### config.mk
export PLATFORM = sky130hd
export DESIGN_NAME = logic_reduce_unit
export DESIGN_NICKNAME = d
export VERILOG_FILES = /design/src/rtl/lru_pkg.sv /design/src/rtl/lru_lane_reduce.sv /design/src/rtl/lru_front_stage.sv /design/src/rtl/lru_combine_stage.sv /design/src/rtl/logic_reduce_unit.sv
export SDC_FILE = /design/constraint.sdc
export NUM_CORES = 1
export LEC_CHECK = 0
export BUFFER_PORTS_ARGS = -buffer_cell sky130_fd_sc_hd__buf_4
export CORE_MARGIN = 4
export CORE_UTILIZATION = 35
export DETAILED_ROUTE_END_ITERATION = 10
export PLACE_DENSITY = 0.69
export SYNTH_ARGS = -nofsm -noshare
export SYNTH_HDL_FRONTEND = slang
export SYNTH_SLANG_ARGS = --single-unit
### constraint.sdc
create_clock -name clk -period 6.03 [get_ports clk]
set_input_delay 0.9045 -clock clk [delete_from_list [all_inputs] [get_ports clk]]
set_output_delay 0.9045 -clock clk [all_outputs]
set_load 0.005 [all_outputs]
### src/rtl/lru_pkg.sv
package lru_pkg;

  localparam int unsigned OP_W = 3;
  localparam int unsigned SZ_W = 2;

  typedef enum logic [OP_W-1:0] {
    LOP_AND      = 3'b000,
    LOP_OR       = 3'b001,
    LOP_XOR      = 3'b010,
    LOP_XNOR     = 3'b011,
    LOP_NONE_A   = 3'b100,
    LOP_NONE_B   = 3'b101,
    LOP_ANY_DIFF = 3'b110,
    LOP_ALL_SAME = 3'b111
  } lop_e;

  // Reduction codes sit in the top quarter of the code space.
  function automatic logic op_is_reduce(input logic [OP_W-1:0] op);
    return op[2] & op[1];
  endfunction

  // Codes 100/101 produce nothing but a zero result.
  function automatic logic op_is_null(input logic [OP_W-1:0] op);
    return op[2] & ~op[1];
  endfunction

  // For reductions, bit 0 selects the AND fold (1) versus the OR fold (0).
  function automatic logic op_fold_all(input logic [OP_W-1:0] op);
    return op[0];
  endfunction

endpackage

### src/rtl/lru_lane_reduce.sv
module lru_lane_reduce #(
  parameter int LANE_W = 8
) (
  input  logic [LANE_W-1:0] lane_bits,
  input  logic              fold_all,
  output logic              lane_flag
);

  always_comb begin
    if (fold_all) lane_flag = &lane_bits;
    else          lane_flag = |lane_bits;
  end

endmodule

### src/rtl/lru_front_stage.sv
module lru_front_stage
  import lru_pkg::*;
#(
  parameter int DATA_W = 64,
  parameter int LANE_W = 8,
  localparam int LANES = DATA_W / LANE_W
) (
  input  logic              clk,
  input  logic              rst,
  input  logic              in_valid,
  input  logic [OP_W-1:0]   in_op,
  input  logic [SZ_W-1:0]   in_size,
  input  logic [DATA_W-1:0] in_a,
  input  logic [DATA_W-1:0] in_b,
  output logic              s1_plain_valid,
  output logic              s1_red_valid,
  output logic              s1_fold_all,
  output logic [DATA_W-1:0] s1_data,
  output logic [SZ_W-1:0]   s1_size,
  output logic [LANES-1:0]  s1_lane_flags
);

  function automatic logic [DATA_W-1:0] width_mask(input logic [SZ_W-1:0] sz);
    int w;
    logic [DATA_W-1:0] m;
    w = LANE_W << sz;
    for (int i = 0; i < DATA_W; i++) m[i] = (i < w);
    return m;
  endfunction

  function automatic logic [DATA_W-1:0] bit_op(input logic [1:0] sel,
                                               input logic [DATA_W-1:0] a,
                                               input logic [DATA_W-1:0] b);
    case (sel)
      2'b00:   return a & b;
      2'b01:   return a | b;
      2'b10:   return a ^ b;
      default: return ~(a ^ b);
    endcase
  endfunction

  logic [DATA_W-1:0] mask_w;
  logic [DATA_W-1:0] raw_w;
  logic [DATA_W-1:0] plain_w;
  logic [DATA_W-1:0] fill_w;
  logic [LANES-1:0]  lane_flag_d;
  logic              take_red;
  logic              take_plain;

  assign mask_w     = width_mask(in_size);
  assign raw_w      = bit_op(in_op[1:0], in_a, in_b);
  assign plain_w    = op_is_null(in_op) ? '0 : (raw_w & mask_w);
  // Bits outside the width are made neutral for the fold:
  // ones for the AND fold, zeros for the OR fold.
  assign fill_w     = op_fold_all(in_op) ? (raw_w | ~mask_w) : (raw_w & mask_w);
  assign take_red   = in_valid & op_is_reduce(in_op);
  assign take_plain = in_valid & ~op_is_reduce(in_op);

  for (genvar g = 0; g < LANES; g++) begin : g_lane
    lru_lane_reduce #(.LANE_W(LANE_W)) u_lane (
      .lane_bits (fill_w[g*LANE_W +: LANE_W]),
      .fold_all  (op_fold_all(in_op)),
      .lane_flag (lane_flag_d[g])
    );
  end

  always_ff @(posedge clk) begin
    if (rst) begin
      s1_plain_valid <= 1'b0;
      s1_red_valid   <= 1'b0;
      s1_fold_all    <= 1'b0;
      s1_data        <= '0;
      s1_size        <= '0;
      s1_lane_flags  <= '0;
    end else begin
      s1_plain_valid <= take_plain;
      s1_red_valid   <= take_red;
      s1_fold_all    <= op_fold_all(in_op);
      s1_data        <= take_plain ? plain_w : '0;
      s1_size        <= in_size;
      s1_lane_flags  <= lane_flag_d;
    end
  end


  plain_extend_chk: assert property (@(posedge clk) disable iff (rst)
    s1_plain_valid |-> (s1_data & ~width_mask(s1_size)) == '0);

endmodule

### src/rtl/lru_combine_stage.sv
module lru_combine_stage #(
  parameter int DATA_W = 64,
  parameter int LANES  = 8
) (
  input  logic              clk,
  input  logic              rst,
  input  logic              s1_red_valid,
  input  logic              s1_fold_all,
  input  logic [LANES-1:0]  s1_lane_flags,
  output logic              s2_valid,
  output logic [DATA_W-1:0] s2_data
);

  function automatic logic fold_lanes(input logic [LANES-1:0] f, input logic all_mode);
    return all_mode ? (&f) : (|f);
  endfunction

  logic fold_bit;
  assign fold_bit = fold_lanes(s1_lane_flags, s1_fold_all);

  always_ff @(posedge clk) begin
    if (rst) begin
      s2_valid <= 1'b0;
      s2_data  <= '0;
    end else begin
      s2_valid <= s1_red_valid;
      s2_data  <= (s1_red_valid && fold_bit) ? '1 : '0;
    end
  end


  broadcast_chk: assert property (@(posedge clk) disable iff (rst)
    s2_valid |-> (s2_data == '0 || s2_data == '1));

endmodule

### src/rtl/logic_reduce_unit.sv
module logic_reduce_unit
  import lru_pkg::*;
#(
  parameter int DATA_W = 64,
  parameter int LANE_W = 8,
  localparam int LANES = DATA_W / LANE_W
) (
  input  logic              clk,
  input  logic              rst,
  input  logic              req_valid,
  input  logic [2:0]        req_op,
  input  logic [1:0]        req_size,
  input  logic [DATA_W-1:0] src_a,
  input  logic [DATA_W-1:0] src_b,
  output logic              rsp_valid,
  output logic [DATA_W-1:0] rsp_data
);

  logic              s1_plain_valid;
  logic              s1_red_valid;
  logic              s1_fold_all;
  logic [DATA_W-1:0] s1_data;
  logic [SZ_W-1:0]   s1_size;
  logic [LANES-1:0]  s1_lane_flags;
  logic              s2_valid;
  logic [DATA_W-1:0] s2_data;

  // Named events for the assertions.
  logic plain_drop;
  logic red_issue;
  logic plain_issue;

  assign red_issue   = req_valid & op_is_reduce(req_op);
  assign plain_issue = req_valid & ~op_is_reduce(req_op);

  lru_front_stage #(.DATA_W(DATA_W), .LANE_W(LANE_W)) u_front (
    .clk            (clk),
    .rst            (rst),
    .in_valid       (req_valid),
    .in_op          (req_op),
    .in_size        (req_size),
    .in_a           (src_a),
    .in_b           (src_b),
    .s1_plain_valid (s1_plain_valid),
    .s1_red_valid   (s1_red_valid),
    .s1_fold_all    (s1_fold_all),
    .s1_data        (s1_data),
    .s1_size        (s1_size),
    .s1_lane_flags  (s1_lane_flags)
  );

  lru_combine_stage #(.DATA_W(DATA_W), .LANES(LANES)) u_comb (
    .clk           (clk),
    .rst           (rst),
    .s1_red_valid  (s1_red_valid),
    .s1_fold_all   (s1_fold_all),
    .s1_lane_flags (s1_lane_flags),
    .s2_valid      (s2_valid),
    .s2_data       (s2_data)
  );

  assign plain_drop = s1_plain_valid & s2_valid;
  assign rsp_valid  = s1_plain_valid | s2_valid;

  always_comb begin
    if (s2_valid)            rsp_data = s2_data;
    else if (s1_plain_valid) rsp_data = s1_data;
    else                     rsp_data = '0;
  end


  plain_latency_chk: assert property (@(posedge clk) disable iff (rst)
    plain_issue |=> rsp_valid);


  reduce_latency_chk: assert property (@(posedge clk) disable iff (rst)
    red_issue |=> ##1 (rsp_valid && (rsp_data == '0 || rsp_data == '1)));


  drop_wins_chk: assert property (@(posedge clk) disable iff (rst)
    plain_drop |-> (rsp_data == '0 || rsp_data == '1));


  idle_zero_chk: assert property (@(posedge clk) disable iff (rst)
    !rsp_valid |-> rsp_data == '0);


  post_reset_chk: assert property (@(posedge clk) disable iff (rst)
    $past(rst) |-> !rsp_valid);

endmodule

==> reports/results.env, run 1 <==
LAYOUT_COMMON_CELLS='203 x sky130_fd_sc_hd__buf_4, 148 x sky130_fd_sc_hd__inv_1, 128 x sky130_fd_sc_hd__ha_1'
WORST_EP_ARRIVAL_TIME_PS=3670
P_SWITCHING_uW=448
POST_SYNTHESIS_INSTANCE_AREA_UM2=7280
TRACK_USAGE=0.176
CTS_INSERTED_BUFFERS=9
TOTALWIRELENGTH_UM=21200
CORE_UM2=20400
FINAL_ANTENNA_NET_COUNT=0
CRIT_REQUIRED_PS=6270
TIMING.CLOCK.SKEW_PS=7.27
CLOCKROOTBUFFER='sky130_fd_sc_hd__clkbuf_16'
IOPINCOUNT=201
DRIVE_GT1_FRAC=0.211
CTS_HTREE_LEVELS=3
HOLD_PATH_STARTPOINT='u_front.s1_red_valid$_SDFF_PP0_'
SYN-NUM-NETS=1210
GP_CONGESTION=0.934
INITIAL_UTILIZATION=0.358
REG2REGPATHDEPTH=4
CRIT_START_CATEGORY='input port'
SYNTH_SEQ_CELLS=77
SYNTH_TOP_CELLS_BY_AREA='sky130_fd_sc_hd__ha_1 22%, sky130_fd_sc_hd__dfxtp_1 21%, sky130_fd_sc_hd__inv_1 7.6%, sky130_fd_sc_hd__a21o_1 6.7%, sky130_fd_sc_hd__nor2_1 5.6%'
TOTAL_LEAKAGE_POWER_uW=0.00519
SYNTH_TOP_AREA_SHARE=0.220
FIRST_GLOBAL_VIAS=6512
DRT_PASS1_ITERATIONS=5
SETUP.REG_TO_REG.WORST_SLACK_PS=4930
WIRE_LENGTH_OF_THE_FIRST_GLOBAL_ROUTING_PASS_UM=33800
PLACEMENT_ROWS=52
TIMING_MAX_TRANSITION_VIOLATIONS_FINAL=0
CLKPWRFRAC=0.334
IR_WORST_VDD_uV=94.1
NFILLCELLS=2060
CTS_HOLD_BUF=0
FINAL_CYCLE_SHARE=0.568
FLOORPLAN.DIE_AREA_UM2=23200
REG2REG_TO='u_comb.s2_data[62]$_SDFF_PP0_'
DETAIL_ROUTE.DRC_VIOLATIONS=0
COUNT_OF_YOSYS_WARNINGS_DURING_SYNTHESIS=0
NUM_VIAS=6745
CTS_RESIZED=0
WORST_SETUP_PATH_END_KIND='flop'
CAP_VIOL_MAX_COUNT=0
SYNTHARSTFLOPSHARE=0
LAYOUT_MIN_CYCLE_TIME_PS=3420
CLKLATENCYLATEPIN_PS=330
CLOCK_TREE_FROM_TRITONCTS='built'
ROUTEDWLPERCELL_UM=15.4
POWER.DENSITY_CELL_AREA_nW_PER_UM2=159
VIAS_PER_CELL=4.91
WORST_HOLD_PATH_TYPE='flop to flop'
TIMING.CRITICAL_PATH.FANOUT_MAX=128
COMBPWRFRAC=0.301
MOST_COMMON_CELL_AFTER_LAYOUT_FILL_AND_TAPS_ASIDE='sky130_fd_sc_hd__buf_4'
YS_DOMINANT_REG_CELL='sky130_fd_sc_hd__dfxtp_1'
IO_BUFFERS=200
GRT_SETUP_UNREPAIRED='no'
HPWL_UM=17100
PIN_COUNT_OF_THE_BIGGEST_NET_ENTERING_GLOBAL_ROUTING=129
SWITCHING_SHARE=0.308
REGTOREGSTARTPOINT='u_front.s1_lane_flags[4]$_SDFF_PP0_'
STDCELL_AREA_UM2=9140
CLOCK_SINK_COUNT=77
HOLDPATHSTAGES=1
WORST_SLEW_MARGIN_REL=0.175
DRT-INITIAL-DRC-COUNT=438
SYNTH-SEQ-AREA-SHARE=0.212
CRITICALPATHCATEGORY='input port to flop'
GLOBALROUTE.TOTALOVERFLOW=0
FINAL_HOLD_VIOL_COUNT=0
DIODES=0
MAPPED_CELLS=946
CELL_INTERNAL_PWR_uW=1000
SYNTH_AREA_LEADER_CELL='sky130_fd_sc_hd__ha_1'
SETUP-TNS-FINAL_PS=0
OUTCOME='complete, no violations'
DPL_CELL_AREA_UM2=8870
SYNTH.LIB_CELLS_USED.DISTINCT=51
SEQUENTIALPOWERSHARE=0.365
GRT_ANTENNA_BEFORE_REPAIR=1
DIE_HEIGHT_UM=152
FMAXACHIEVABLE_MHz=292
WORST_HOLD_END='u_comb.s2_valid$_SDFF_PP0_'
SETUP_VIOLATIONS=0
NUMBER_OF_BUFFERS_BETWEEN_CLOCK_ROOT_AND_THE_DEEPEST_SINK=2
CTS.REPAIR_TIMING.SETUP_BUFFER_COUNT=0
FP.DIEW_UM=152
SYNTH_EDF_COUNT=0
SYN-MEAN-INSTANCE-AREA_UM2=7.70
CTS.REPORTEDPATHS.CLKPINSLEW_PS=60
SYN2LAYOUT_AREA_GROWTH_PCT=25.5
TIMING_WORST_SLEW_PIN_VALUE_PS=1230
FIN_NETS=1363
## cells by family (layout without fill, tap and decap cells)
logic type	after synthesis	in the layout	synth area share
AND/OR/NAND/NOR	233	233	0.152
AO/OA/AOI/OAI	228	228	0.212
buffers and inverters	210	367	0.116
adder cells (fa/ha/maj)	128	128	0.220
flip-flops	77	77	0.212
XOR/XNOR	55	55	0.0661
multiplexers	15	15	0.0223
## flip-flops by register name, indices dropped and copies added (netlist names)
signal and flops:
u_front.s1_fold_all 1, u_front.s1_data 64, u_front.s1_lane_flags 8, u_comb.s2_valid 1, u_front.s1_red_valid 1, u_front.s1_plain_valid 1, u_comb.s2_data 1
## worst max-delay path, stage by stage
cell and delay [ps]:
sky130_fd_sc_hd__buf_6 690, sky130_fd_sc_hd__buf_4 480, sky130_fd_sc_hd__nand2b_1 360, sky130_fd_sc_hd__o22ai_1 180
sky130_fd_sc_hd__a2111oi_0 590, sky130_fd_sc_hd__a31oi_1 170, sky130_fd_sc_hd__a311oi_1 250
## area by class of cell
class	count	area [µm²]	area share
multi-input combinational	659	4900	0.536
timing repair buffer	204	1540	0.168
clock inverter	4	25.0	0.00274
sequential	77	1540	0.169
clock buffer	11	243	0.0265
tap	270	338	0.0370
inverter	148	556	0.0608
## how the worst max path moves through the flow
| stage | startpoint | to | slack, ps | depth (start not counted) |
|---|---|---|---|---|
| floorplan | src_a[50] | u_front.s1_lane_flags[6]$_SDFF_PP0_ | 3400 | 7 |
| global placement | req_op[0] | u_front.s1_lane_flags[5]$_SDFF_PP0_ | 2390 | 7 |
| detailed placement | req_op[0] | u_front.s1_lane_flags[5]$_SDFF_PP0_ | 2250 | 7 |
| CTS | req_op[0] | u_front.s1_lane_flags[5]$_SDFF_PP0_ | 2610 | 7 |
| global route | req_op[0] | u_front.s1_lane_flags[5]$_SDFF_PP0_ | 2300 | 7 |
| finish | req_op[0] | u_front.s1_lane_flags[5]$_SDFF_PP0_ | 2610 | 7 |
## power groups by stage
| stage | logic [µW] | registers [µW] | clock network (µW) |
|---|---|---|---|
| 6_report | 437 | 530 | 486 |
| 5_1_grt | 493 | 530 | 516 |
| 4_1_cts | 437 | 529 | 494 |
| 3_5_place_dp | 435 | 540 | 0 |
| 3_3_place_gp | 426 | 540 | 0 |
| 2_1_floorplan | 285 | 538 | 0 |
## cell usage after synthesis, drive strengths merged (2+ instances only)
library cell  count
inv             148
ha              128
nor2            109
dfxtp            77
a21o             65
a21oi            62
xor2             38
buf              32
clkbuf           30
nand2            28
a211oi           26
nor3             19
o21ai            19
a22oi            18
xnor2            17
mux2i            14
nand2b           11
nor2b            11
nand4            10
nor4             10
o22ai            10
and2              8
or2               7
or4               6
nand3             5
a31oi             4
a32oi             4
a2111oi           3
a311oi            3
a41oi             3
a221oi            2
a22o              2
and3              2
nand4b            2
nor4b             2
## through the flow
stage | util | total power [µW] | hold slack, ps | setup WS (ps) | instances
after floorplan | - | 823 | 440 | 3400 | 946
after global placement | 0.436 | 967 | 449 | 2390 | 1358
after detailed placement | 0.436 | 975 | 452 | 2250 | 1358
after CTS | 0.449 | 1460 | 462 | 2610 | 1373
after global routing | 0.449 | 1540 | 479 | 2300 | 1373
final | 0.449 | 1450 | 460 | 2610 | 1373
## metal layers
metal	track usage	wire length, µm
met2	0.262	9000
met5	0	0
met4	0.0544	486
met1	0.253	10200
met3	0.0400	1490
(Power assumes the default switching activity.)
==> inputs of run 2 (changes only) <==
Settings changed: ABC_AREA set to 1.
Clock period 6.03 ns to 3.2 ns, I/O delays scaled along.
==> run 2 against run 1 <==
Net effect:
- flip-flop and latch count unchanged
- register-to-register slack worse by 2700 ps
- utilization down 0.81 points
- combinational power up 86%
- first-iteration DRC count up 21%
- die area up 8.4%
- sequential power up 88%
- final cell count up 27%
- critical endpoint unchanged
- largest power group is now clock
==> reports/results.env, run 2 <==
OUTCOME='complete, no violations'
SYNTH.LIB_CELLS_USED.DISTINCT=35
CLOCK_SINK_COUNT=77
IOPINCOUNT=201
POST_SYNTHESIS_INSTANCE_AREA_UM2=7930
PLACEMENT_ROWS=54
CLOCKROOTBUFFER='sky130_fd_sc_hd__clkbuf_16'
SYNTH_EDF_COUNT=0
SYNTH_AREA_LEADER_CELL='sky130_fd_sc_hd__ha_1'
POWER.DENSITY_CELL_AREA_nW_PER_UM2=294
VIAS_PER_CELL=4.70
SYNTH_TOP_CELLS_BY_AREA='sky130_fd_sc_hd__ha_1 20%, sky130_fd_sc_hd__dfxtp_1 19%, sky130_fd_sc_hd__nand2_1 18%, sky130_fd_sc_hd__inv_1 12%, sky130_fd_sc_hd__nand3_1 9.3%'
CRIT_REQUIRED_PS=3460
GR-USAGE-MET3=0.0302
HPWL_UM=19000
GR-USAGE-MET1=0.283
MAPPED_CELLS=1303
CLKLATENCYLATEPIN_PS=330
WORST_EP_ARRIVAL_TIME_PS=2600
FINAL_CYCLE_SHARE=0.732
TOTALWIRELENGTH_UM=24600
SETUP-TNS-FINAL_PS=0
NUMBER_OF_BUFFERS_BETWEEN_CLOCK_ROOT_AND_THE_DEEPEST_SINK=2
CTS.REPAIR_TIMING.SETUP_BUFFER_COUNT=0
REG2REGPATHDEPTH=3
SYNTH_TOP_AREA_SHARE=0.202
TRACK_USAGE=0.192
GRT_SETUP_UNREPAIRED='no'
WORST_HOLD_END='u_front.s1_plain_valid$_SDFF_PP0_'
GLOBALROUTE.TOTALOVERFLOW=0
DRIVE_GT1_FRAC=0.171
GP_CONGESTION=0.813
TOTAL_LEAKAGE_POWER_uW=0.00592
TIMING.CRITICAL_PATH.FANOUT_MAX=78
SETUP.REG_TO_REG.WORST_SLACK_PS=2200
CRIT_START_CATEGORY='input port'
BIGGESTREGSBYFLOPS='u_front.s1_data (64), u_front.s1_lane_flags (8)'
SYNTHARSTFLOPSHARE=0
HOLDPATHSTAGES=2
CELL_INTERNAL_PWR_uW=1930
SYNTH_SEQ_CELLS=77
FIRST_GLOBAL_VIAS=7723
TIMING.CLOCK.SKEW_PS=8.51
WORST_HOLD_PATH_TYPE='input port to flop'
CTS_HTREE_LEVELS=3
COMBPWRFRAC=0.284
REG2REG_TO='u_comb.s2_data[62]$_SDFF_PP0_'
FP.DIEW_UM=159
FINAL_POWER_uW=2860
LARGEST_REG_FLOPS=64
DRT_PASS1_ITERATIONS=5
FIN_NETS=1719
LAYOUT_COMMON_CELLS='385 x sky130_fd_sc_hd__nand2_1, 245 x sky130_fd_sc_hd__inv_1, 211 x sky130_fd_sc_hd__buf_4'
CTS_HOLD_BUF=0
REGTOREGSTARTPOINT='u_front.s1_lane_flags[0]$_SDFF_PP0_'
CORE_UM2=22100
CTS_RESIZED=0
YS_DOMINANT_REG_CELL='sky130_fd_sc_hd__dfxtp_1'
DPL_CELL_AREA_UM2=9430
FLOORPLAN.DIE_AREA_UM2=25100
P_SWITCHING_uW=932
CTS.REPORTEDPATHS.CLKPINSLEW_PS=70
IR_WORST_VDD_uV=279
DRT-INITIAL-DRC-COUNT=529
IO_BUFFERS=200
INITIAL_UTILIZATION=0.359
SYN-MEAN-INSTANCE-AREA_UM2=6.09
SYN-NUM-NETS=1567
LARGEST_REGISTER='u_front.s1_data'
PIN_COUNT_OF_THE_BIGGEST_NET_ENTERING_GLOBAL_ROUTING=79
GRT_BUSIEST_LAYER='met2'
CTS_INSERTED_BUFFERS=9
FINAL_ANTENNA_NET_COUNT=0
YOSYSMOSTFREQUENTCELL='sky130_fd_sc_hd__nand2_1'
MOST_FREQUENT_CELLS_AFTER_SYNTHESIS='386 x sky130_fd_sc_hd__nand2_1, 245 x sky130_fd_sc_hd__inv_1, 148 x sky130_fd_sc_hd__nand3_1, 128 x sky130_fd_sc_hd__ha_1, 108 x sky130_fd_sc_hd__nor2_1'
FMAXACHIEVABLE_MHz=427
TIMING_MAX_TRANSITION_VIOLATIONS_FINAL=0
WORST_SETUP_PATH_END_KIND='flop'
WORST_SLEW_MARGIN_REL=0.460
MOST_COMMON_CELL_AFTER_LAYOUT_FILL_AND_TAPS_ASIDE='sky130_fd_sc_hd__nand2_1'
STDCELL_AREA_UM2=9740
LAYOUT_MIN_CYCLE_TIME_PS=2340
SETUP_VIOLATIONS=0
COUNT_OF_YOSYS_WARNINGS_DURING_SYNTHESIS=0
CLOCK_TREE_FROM_TRITONCTS='built'
WIRE_LENGTH_OF_THE_FIRST_GLOBAL_ROUTING_PASS_UM=39000
ROUTEDWLPERCELL_UM=14.2
DIE_HEIGHT_UM=159
CAP_VIOL_MAX_COUNT=0
HOLD_PATH_STARTPOINT='req_op[2]'
SWITCHING_SHARE=0.326
TIMING_WORST_SLEW_PIN_VALUE_PS=809
DETAIL_ROUTE.DRC_VIOLATIONS=0
GRT_ANTENNA_BEFORE_REPAIR=0
DIODES=0
SYN2LAYOUT_AREA_GROWTH_PCT=22.8
NUM_VIAS=8171
FINAL_HOLD_VIOL_COUNT=0
NFILLCELLS=2309
CLKPWRFRAC=0.368
CRITICALPATHCATEGORY='input port to flop'
SEQUENTIALPOWERSHARE=0.348
GRTUSAGEMET2=0.290
SYNTH-SEQ-AREA-SHARE=0.194
-- run 2: cell types whose count changed after synthesis, sizes merged, moves of 18 or more --
cell	change
nand2	+362
a21oi	-44
a21o	-65
o21ai	+48
inv	+104
a22oi	-18
a211oi	-26
xor2	-38
nand3	+143
-- run 2: layout make-up --
class,instances,area [µm²],area share
clock inverters,7,83.8,0.00861
clock buffers,9,225,0.0231
flip-flops and latches,77,1540,0.158
multi-input cells,899,4970,0.510
inverters,256,963,0.0989
well taps,280,350,0.0360
repair buffers,212,1600,0.165
-- run 2: cells by family after synthesis --
family                   share of synthesized area
AND/OR/NAND/NOR                              0.361
AO/OA/AOI/OAI                               0.0631
buffers and inverters                        0.180
adder cells (fa/ha/maj)                      0.202
flip-flops                                   0.194
-- run 2: worst max-delay path by stage --
stage,from,to,depth (start not counted)
2_1_floorplan,src_a[7],u_front.s1_lane_flags[0]$_SDFF_PP0_,10
3_3_place_gp,req_op[1],u_front.s1_lane_flags[5]$_SDFF_PP0_,11
3_5_place_dp,req_op[1],u_front.s1_lane_flags[5]$_SDFF_PP0_,11
4_1_cts,u_comb.s2_valid$_SDFF_PP0_,rsp_data[17],5
5_1_grt,req_op[1],u_front.s1_lane_flags[5]$_SDFF_PP0_,11
6_report,req_op[0],u_front.s1_lane_flags[5]$_SDFF_PP0_,10
-- run 2: worst max-delay path, stage by stage --
cell	delay (ps)
sky130_fd_sc_hd__buf_4	360
sky130_fd_sc_hd__buf_4	650
sky130_fd_sc_hd__o21ai_0	190
sky130_fd_sc_hd__nand3_1	100
sky130_fd_sc_hd__nand2_1	140
sky130_fd_sc_hd__nor2_1	140
sky130_fd_sc_hd__nand2_1	60
sky130_fd_sc_hd__o21ai_1	190
sky130_fd_sc_hd__nand2_1	70
sky130_fd_sc_hd__a21oi_1	150
-- run 2: through the flow --
step            util  instances  worst slack (ps)  hold WS, ps
5_1_grt        0.441       1740               653          360
2_1_floorplan      -       1303              1550          400
6_report       0.441       1740               857          334
3_3_place_gp   0.427       1724               553          424
3_5_place_dp   0.427       1724               548          425
4_1_cts        0.441       1740               850          325
-- run 2: routing by layer --
metal  part of all wire  up-vias
met5                  0        -
met4              0.023        0
met3              0.066       31
met2               0.42      257
met1               0.49     3629
li1                   -     4254
-- run 2: power by group through the flow --
stage               sequential [µW]  clock [µW]  combinational (µW)
global placement               1020           0                 796
finish                          995        1050                 812
global route                    998        1100                 934
detailed placement             1020           0                 807
CTS                             995        1060                 812
floorplan                      1010           0                 520
